[src/rtl/prot_dist_pkg.sv]
package prot_dist_pkg;
  // Strobes sent from the control to the state datapath.
  typedef struct packed {
    logic stepEn;      // an access happens: count down the untouched ways
    logic loadEn;      // one way is reloaded this access
    logic markReused;  // reloaded way came from a hit
  } replStrb_t;
endpackage

[src/rtl/prot_dist_ctrl.sv]
module prot_dist_ctrl
  import prot_dist_pkg::*;
#(
  parameter int WAYS  = 16,
  parameter int RPD_W = 3,
  parameter int PD_W  = 8,
  localparam int WAY_W = $clog2(WAYS),
  localparam int SHIFT = PD_W - RPD_W
) (
  input  logic                        accValid,
  input  logic                        accHit,
  input  logic [WAY_W-1:0]            hitWay,
  input  logic [PD_W-1:0]             protDist,
  input  logic                        inclMode,
  input  logic [WAYS-1:0][RPD_W-1:0]  rpdVec,
  input  logic [WAYS-1:0]             reusedVec,
  output logic [WAY_W-1:0]            victimWay,
  output logic                        bypass,
  output logic                        victimValid,
  output replStrb_t                   strb,
  output logic [WAY_W-1:0]            loadWay,
  output logic [RPD_W-1:0]            loadVal
);

  logic              anyZero;
  logic [WAY_W-1:0]  zeroIdx;
  logic              anyFresh;
  logic [WAY_W-1:0]  freshIdx;
  logic [RPD_W-1:0]  freshMax;
  logic [WAY_W-1:0]  allIdx;
  logic [RPD_W-1:0]  allMax;
  logic              isMiss;

  // Lowest-numbered unprotected way: scan downward so the lowest index stays.
  always_comb begin
    anyZero = 1'b0;
    zeroIdx = '0;
    for (int i = WAYS - 1; i >= 0; i--) begin
      if (rpdVec[i] == '0) begin
        anyZero = 1'b1;
        zeroIdx = WAY_W'(i);
      end
    end
  end

  // Highest countdown among never-reused ways and among all ways.
  // The comparison is strict, so on a tie the lowest index is kept.
  always_comb begin
    anyFresh = 1'b0;
    freshIdx = '0;
    freshMax = '0;
    allIdx   = '0;
    allMax   = '0;
    for (int i = 0; i < WAYS; i++) begin
      if (!reusedVec[i] && (!anyFresh || rpdVec[i] > freshMax)) begin
        anyFresh = 1'b1;
        freshMax = rpdVec[i];
        freshIdx = WAY_W'(i);
      end
      if (rpdVec[i] > allMax) begin
        allMax = rpdVec[i];
        allIdx = WAY_W'(i);
      end
    end
  end

  assign isMiss      = accValid && !accHit;
  assign victimValid = isMiss;

  always_comb begin
    bypass    = 1'b0;
    victimWay = '0;
    if (isMiss) begin
      if (anyZero) begin
        victimWay = zeroIdx;
      end else if (!inclMode) begin
        bypass = 1'b1;
      end else if (anyFresh) begin
        victimWay = freshIdx;
      end else begin
        victimWay = allIdx;
      end
    end
  end

  assign loadVal         = protDist[PD_W-1:SHIFT];
  assign loadWay         = accHit ? hitWay : victimWay;
  assign strb.stepEn     = accValid;
  assign strb.loadEn     = accValid && (accHit || !bypass);
  assign strb.markReused = accHit;

endmodule

[src/rtl/prot_dist_dp.sv]
module prot_dist_dp
  import prot_dist_pkg::*;
#(
  parameter int WAYS  = 16,
  parameter int RPD_W = 3,
  localparam int WAY_W = $clog2(WAYS)
) (
  input  logic                        clk,
  input  logic                        rstN,
  input  replStrb_t                   strb,
  input  logic [WAY_W-1:0]            loadWay,
  input  logic [RPD_W-1:0]            loadVal,
  output logic [WAYS-1:0][RPD_W-1:0]  rpdVec,
  output logic [WAYS-1:0]             reusedVec
);

  for (genvar g = 0; g < WAYS; g++) begin : gWay
    logic hitMe;
    assign hitMe = strb.loadEn && (loadWay == WAY_W'(g));

    always_ff @(posedge clk) begin
      if (!rstN) begin
        rpdVec[g]    <= '0;
        reusedVec[g] <= 1'b0;
      end else if (strb.stepEn) begin
        if (hitMe) begin
          rpdVec[g]    <= loadVal;
          reusedVec[g] <= strb.markReused;
        end else if (rpdVec[g] != '0) begin
          rpdVec[g] <= rpdVec[g] - 1'b1;
        end
      end
    end
  end

endmodule

[src/rtl/prot_dist_repl.sv]
module prot_dist_repl
  import prot_dist_pkg::*;
#(
  parameter int WAYS  = 16,
  parameter int RPD_W = 3,
  parameter int PD_W  = 8,
  localparam int WAY_W = $clog2(WAYS)
) (
  input  logic             clk,
  input  logic             rstN,
  input  logic             accValid,
  input  logic             accHit,
  input  logic [WAY_W-1:0] hitWay,
  input  logic [PD_W-1:0]  protDist,
  input  logic             inclMode,
  output logic [WAY_W-1:0] victimWay,
  output logic             bypass,
  output logic             victimValid
);

  replStrb_t                  strb;
  logic [WAY_W-1:0]           loadWay;
  logic [RPD_W-1:0]           loadVal;
  logic [WAYS-1:0][RPD_W-1:0] rpdVec;
  logic [WAYS-1:0]            reusedVec;

  prot_dist_ctrl #(.WAYS(WAYS), .RPD_W(RPD_W), .PD_W(PD_W)) ctrl_i (
    .accValid   (accValid),
    .accHit     (accHit),
    .hitWay     (hitWay),
    .protDist   (protDist),
    .inclMode   (inclMode),
    .rpdVec     (rpdVec),
    .reusedVec  (reusedVec),
    .victimWay  (victimWay),
    .bypass     (bypass),
    .victimValid(victimValid),
    .strb       (strb),
    .loadWay    (loadWay),
    .loadVal    (loadVal)
  );

  prot_dist_dp #(.WAYS(WAYS), .RPD_W(RPD_W)) dp_i (
    .clk      (clk),
    .rstN     (rstN),
    .strb     (strb),
    .loadWay  (loadWay),
    .loadVal  (loadVal),
    .rpdVec   (rpdVec),
    .reusedVec(reusedVec)
  );

endmodule

[config.mk]
export PLATFORM = sky130hd
export DESIGN_NAME = prot_dist_repl
export DESIGN_NICKNAME = d
export VERILOG_FILES = /design/src/rtl/prot_dist_pkg.sv /design/src/rtl/prot_dist_ctrl.sv /design/src/rtl/prot_dist_dp.sv /design/src/rtl/prot_dist_repl.sv
export SDC_FILE = /design/constraint.sdc
export NUM_CORES = 1
export LEC_CHECK = 0
export CORE_ASPECT_RATIO = 0.5
export CORE_MARGIN = 5
export CORE_UTILIZATION = 30
export CTS_CLUSTER_DIAMETER = 60
export DETAILED_ROUTE_END_ITERATION = 10
export PLACE_DENSITY_LB_ADDON = 0.12
export SYNTH_ARGS = -nofsm -noshare
export SYNTH_HDL_FRONTEND = slang
export SYNTH_SLANG_ARGS = --single-unit
[constraint.sdc]
create_clock -name clk -period 67.2 [get_ports clk]
set_clock_uncertainty 0.05 [all_clocks]
set_input_delay 20.16 -clock clk [delete_from_list [all_inputs] [get_ports clk]]
set_output_delay 20.16 -clock clk [all_outputs]
set_load 0.02 [all_outputs]
==> results of run 1 <==
==> worst max-delay path by stage <==
stage | startpoint | end | slack (ns) | cells after the start
3_5_place_dp | dp_i.reusedVec[0]$_SDFFE_PN0P_ | victimWay[3] | 21.85 | 117
5_1_grt | dp_i.reusedVec[0]$_SDFFE_PN0P_ | victimWay[3] | 19.01 | 117
4_1_cts | dp_i.reusedVec[0]$_SDFFE_PN0P_ | victimWay[3] | 21.37 | 116
6_report | dp_i.reusedVec[0]$_SDFFE_PN0P_ | victimWay[3] | 21.04 | 116
2_1_floorplan | accHit | victimWay[0] | 25.52 | 3
3_3_place_gp | dp_i.reusedVec[0]$_SDFFE_PN0P_ | victimWay[3] | 22.18 | 116
==> per-layer routing <==
metal | global-route usage | up-vias | routed length (µm)
met3 | 0.04633 | 49 | 2424
met2 | 0.3172 | 314 | 14160
met4 | 0.06515 | 0 | 837
met5 | 0 | - | 0
met1 | 0.2852 | 4436 | 16340
li1 | - | 4382 | -
==> placed cells by master, fill, tap and decap left out, drive strengths merged, types with 28 or more instances in the layout <==
cell type    n
o21ai       83
ha         114
nand2       92
inv         78
dfxtp       64
a21oi       80
nand3       58
nor2       100
nor2b       37
o21a        28
==> Yosys cell counts (13+ instances only) <==
master	number
nor2_1	100
ha_1	114
a21oi_1	78
nand4_1	15
nand3_1	58
nand2b_1	13
nor3_1	22
o22ai_1	18
nor2b_1	37
and3_1	13
a22oi_1	15
dfxtp_1	64
clkbuf_1	31
mux2i_1	14
inv_1	78
a31oi_1	26
nand2_1	91
buf_2	14
a21o_1	16
o21ai_0	80
o21a_1	28
mux2_2	19
==> through the flow <==
step           cells  utilization
3_3_place_gp    1524       0.3257
3_5_place_dp    1524       0.3257
6_report        1541       0.3370
2_1_floorplan   1160            -
4_1_cts         1540       0.3367
5_1_grt         1541       0.3370
==> area by class of cell <==
| class | count | area share |
|---|---|---|
| inverters | 79 | 0.03157 |
| multi-input cells | 970 | 0.7204 |
| repair buffers | 30 | 0.02798 |
| flip-flops and latches | 64 | 0.1364 |
| well taps | 382 | 0.05089 |
| clock buffers | 11 | 0.02691 |
| clock inverters | 5 | 0.005862 |
==> sequential cells by signal, summed over array words and instances, names as in the netlist <==
signal and count:
dp_i.reusedVec 16, dp_i.rpdVec 48
==> worst min-delay path: stages (launching register included) <==
cell	delay, ns
dfxtp_1	0.33
o21ai_0	0.07
a21oi_1	0.06
==> cells by family (layout without fill, tap and decap cells) <==
family	count (synthesis)	after routing	share of synthesized area
AOI/OAI and AO/OA	412	412	0.3367
muxes	33	33	0.04144
adders and majority gates	115	115	0.1681
buffers and inverters	126	125	0.05828
DFF	64	64	0.1499
and+or+nand+nor	410	410	0.2456
==> run metrics, run 1 <==
Final period util=0.6869; clk sink count=64; grt ovf=0; slowest CP cell=nor2_1; worst-margin pin slew=around 1.3 ns; Yosys top cell by area=ha_1; relative slew slack=0.1448; Hold Path Class=flip-flop to flip-flop; initial antenna violation count=0; hold bufs inserted after CTS=0; syn nets=about 1.3k; Seq/Total Area, Yosys=0.1499; Root Driver=clkbuf_16; DRC viols=0; area delta synth->final=9.914%; worst r2r dst=dp_i.rpdVec[16]$_SDFFE_PN0P_; Max Cap Violations=0; Synth Area per Inst=about 7.4 µm²; CTS clk-pin slew, worst paths=about 0.060 ns; run status=finished clean; Clk Latency, worst-skew pair=about 0.36 ns; CTS HTree Levels=3; Hold Path Sink=dp_i.reusedVec[15]$_SDFFE_PN0P_; crit end category=output pin; Hold Path Origin=dp_i.reusedVec[15]$_SDFFE_PN0P_; filler instances=roughly 3.0k; Port Buf Inserts=17; post-synth cell types=approximately 90; CTS tree=yes; type of origin of the critical path=flip-flop; asr flop ratio synth=0; Netlist Area Pre-Place=8544 µm²; Crit Path Class=flip-flop to output pin; Die Y=between 100 and 150 µm; largest net degree at the start of global routing=57; first-pass GRT wire length=51200 µm; endpoints failing hold=0; DR vias/cell=roughly 6.0; endpoint required time on the critical path=about 47 ns; # resized after CTS=0; final setup fails=0; multi-input logic area=roughly 6800 µm²; FP Rows=43; Pre-antenna DRT Iters=5; final setup TNS=0 ns; routability cong.=roughly 0.85; layout cells sized above 1=0.07679; EDFF count, synth=0; synth top area cells=ha_1 17%, dfxtp_1 15%, o21ai_0 4.7%; post-synth top area share=0.1669; Final WS setup=between 20 and 25 ns; Design Area, Final=between 9000 and 10000 µm²; flop-to-flop setup slack=40.53 ns; Synth warnings=0; vias in the first global route=approximately 8.5k; final wirelength=about 34000 µm; post-CTS setup buffers=0; dominant synthesized flop cell=dfxtp_1; TritonCTS Buffers=9; Core Area=27870 µm²; FF+latch count, synth=64; Max clock buf depth=2; Die X-Extent=around 250 µm; Seq. cell area=between 1000 and 1500 µm²; Worst Path Buf+Inv=8; die area=roughly 32000 µm²; Initial Util=0.3066; worst hold slack=between 0.4 and 0.5 ns; Worst Hold Depth=2; cell area after placement=9076 µm²; Iteration-0 DRC Markers=about 780; Crit path largest cell delay=0.55 ns; Routed wire per std cell=around 22 µm; GRT Overall Usage=0.2048; vias after detailed routing=roughly 9.2k; Crit path max-delay family=compound AO/OA/AOI/OAI gates; layout net count=1285; diodes inserted=0; Crit path top cell by count=a21oi_1; Max Fclk=around 0.022 GHz; antenna viol nets, final=0; data arrival time of the critical path=25.95 ns; fin crit period=about 46 ns; origin of the critical flop-to-flop path=dp_i.reusedVec[0]$_SDFFE_PN0P_; RSZ-0062 raised after global routing=no; dpl hpwl=25790 µm; worst-path maximum fanout=11; max-slew violations=0; Place WS=between 20 and 25 ns; Register-to-Register Path Depth=around 120; Mapped Cells=roughly 1.2k; I/O pin total=23
Power of run 1 is left out: the tool's default activity adds up to more than one toggle a clock period on the data nets, which glitch-free logic cannot reach.
==> run 2, diff against run 1 <==
Clock period 67.2 ns to 45.5 ns, I/O delays scaled along.
==> run 2 against run 1 <==
Compared with the run above: the flow now finishes with violations (capacitance limit, slew limit); critical endpoint unchanged; first-iteration DRC count increased by 5.9%; final area about the same; sequential cell count unchanged; die area unchanged; final cell count about the same; non-clock buffer count decreased by 1; wire length about the same.
==> run metrics, run 2 (synthesis results as in run 1) <==
crit end category=output pin; commonest non-fill, non-tap cells in the layout=114 x ha_1, 100 x nor2_1, 91 x nand2_1, 80 x o21ai_0; CTS tree=yes; max-slew violations=2; violated checks=capacitance limit, slew limit; data arrival time of the critical path=25.84 ns; final wirelength=between 30000 and 40000 µm; Pre-antenna DRT Iters=5; TritonCTS Buffers=9; GRT Overall Usage=0.2068; Core Area=between 20000 and 30000 µm²; dpl hpwl=25830 µm; routability cong.=between 0.8 and 0.9; origin of the critical flop-to-flop path=dp_i.reusedVec[0]$_SDFFE_PN0P_; largest register by flop count=dp_i.rpdVec; Initial Util=0.3066; final core occ=0.3367; Crit path largest cell delay=between 0.5 and 0.6 ns; Final Non-Filler Cells=1540; Hold Path Class=flip-flop to flip-flop; vias in the first global route=8629; vias after detailed routing=~9.1k; post-CTS setup buffers=0; worst-path maximum fanout=11; fin crit period=between 30 and 40 ns; initial antenna violation count=0; slowest CP cell=nor2_1; Iteration-0 DRC Markers=824; I/O pin total=23; biggest registers after layout=dp_i.rpdVec x48, dp_i.reusedVec x16; die area=approximately 32000 µm²; DR vias/cell=roughly 5.9; # resized after CTS=0; FP Rows=43; Die Y=129.3 µm; relative slew slack=-0.05129; RSZ-0062 raised after global routing=no; Routed wire per std cell=21.93 µm; endpoint required time on the critical path=31.80 ns; final setup fails=0; final setup TNS=0 ns; Crit Path Class=flip-flop to output pin; dpl cells=between 1.5k and 2k; Max Cap Violations=1; first-pass GRT wire length=51830 µm; CTS clk-pin slew, worst paths=around 0.060 ns; grt ovf=0; endpoints failing hold=0; Port Buf Inserts=17; layout net count=1284; diodes inserted=0; DRC viols=0; run status=finished with violations; max FFs per register=between 40 and 50; Final period util=0.8691; worst-margin pin slew=between 1.5 and 2 ns; commonest non-fill, non-tap cell in the layout=ha_1; Root Driver=clkbuf_16; clk sink count=64; Max clock buf depth=2; type of origin of the critical path=flip-flop; Worst Setup SP=dp_i.reusedVec[0]$_SDFFE_PN0P_; CTS HTree Levels=3; filler instances=roughly 3k; Clk Latency, worst-skew pair=between 0.3 and 0.4 ns; largest net degree at the start of global routing=57; hold bufs inserted after CTS=0; Hold Path Origin=dp_i.reusedVec[14]$_SDFFE_PN0P_; area delta synth->final=9.826%; layout cells sized above 1=0.07599; Die X-Extent=~250 µm; Max Fclk=between 0.02 and 0.03 GHz; antenna viol nets, final=0
## run 2: worst max-delay path: cells and delay by family (launching register included)
family | cells | cell delay, ns
and+or+nand+nor | 26 | 4.31
muxes | 6 | 2.12
adders and majority gates | 16 | 4.48
AOI/OAI and AO/OA | 59 | 12.73
DFF | 1 | 0.50
buffers and inverters | 8 | 1.26
## run 2: through the flow
stage          setup WS [ns]  hold WS [ns]  area, µm²
6_report               5.958        0.4691       9384
3_5_place_dp           6.719        0.4565       9076
5_1_grt                4.018        0.4934       9384
2_1_floorplan          10.78        0.4171       8544
3_3_place_gp           6.985        0.4519       9076
4_1_cts                6.197        0.4684       9384
## run 2: per-layer routing
| layer | global-route usage | vias up | part of all wire |
|---|---|---|---|
| li1 | - | 4382 | - |
| met3 | 0.05495 | 54 | 0.077 |
| met1 | 0.2840 | 4398 | 0.48 |
| met2 | 0.3186 | 300 | 0.42 |
| met5 | 0 | - | 0 |
| met4 | 0.06710 | 0 | 0.030 |
## run 2: worst paths after layout
path,to,slack (ns),cells past startpoint
setup / recovery,victimWay[3],5.96,115
setup reg to reg,dp_i.rpdVec[16]$_SDFFE_PN0P_,18.93,116
hold reg to reg,dp_i.reusedVec[14]$_SDFFE_PN0P_,0.47,2
hold / removal,dp_i.reusedVec[14]$_SDFFE_PN0P_,0.47,2
## run 2: final cells by class
| type | instances | area, µm² | area share |
|---|---|---|---|
| Clock buffer | 11 | 252.7 | 0.02693 |
| Sequential cell | 64 | 1281 | 0.1365 |
| Clock inverter | 5 | 55.05 | 0.005867 |
| Multi-Input combinational cell | 970 | 6765 | 0.7209 |
| Tap cell | 382 | 478.0 | 0.05093 |
| Timing Repair Buffer | 29 | 255.2 | 0.02720 |
| Inverter | 79 | 296.5 | 0.03160 |
Power of run 2 is left out for the same reason.
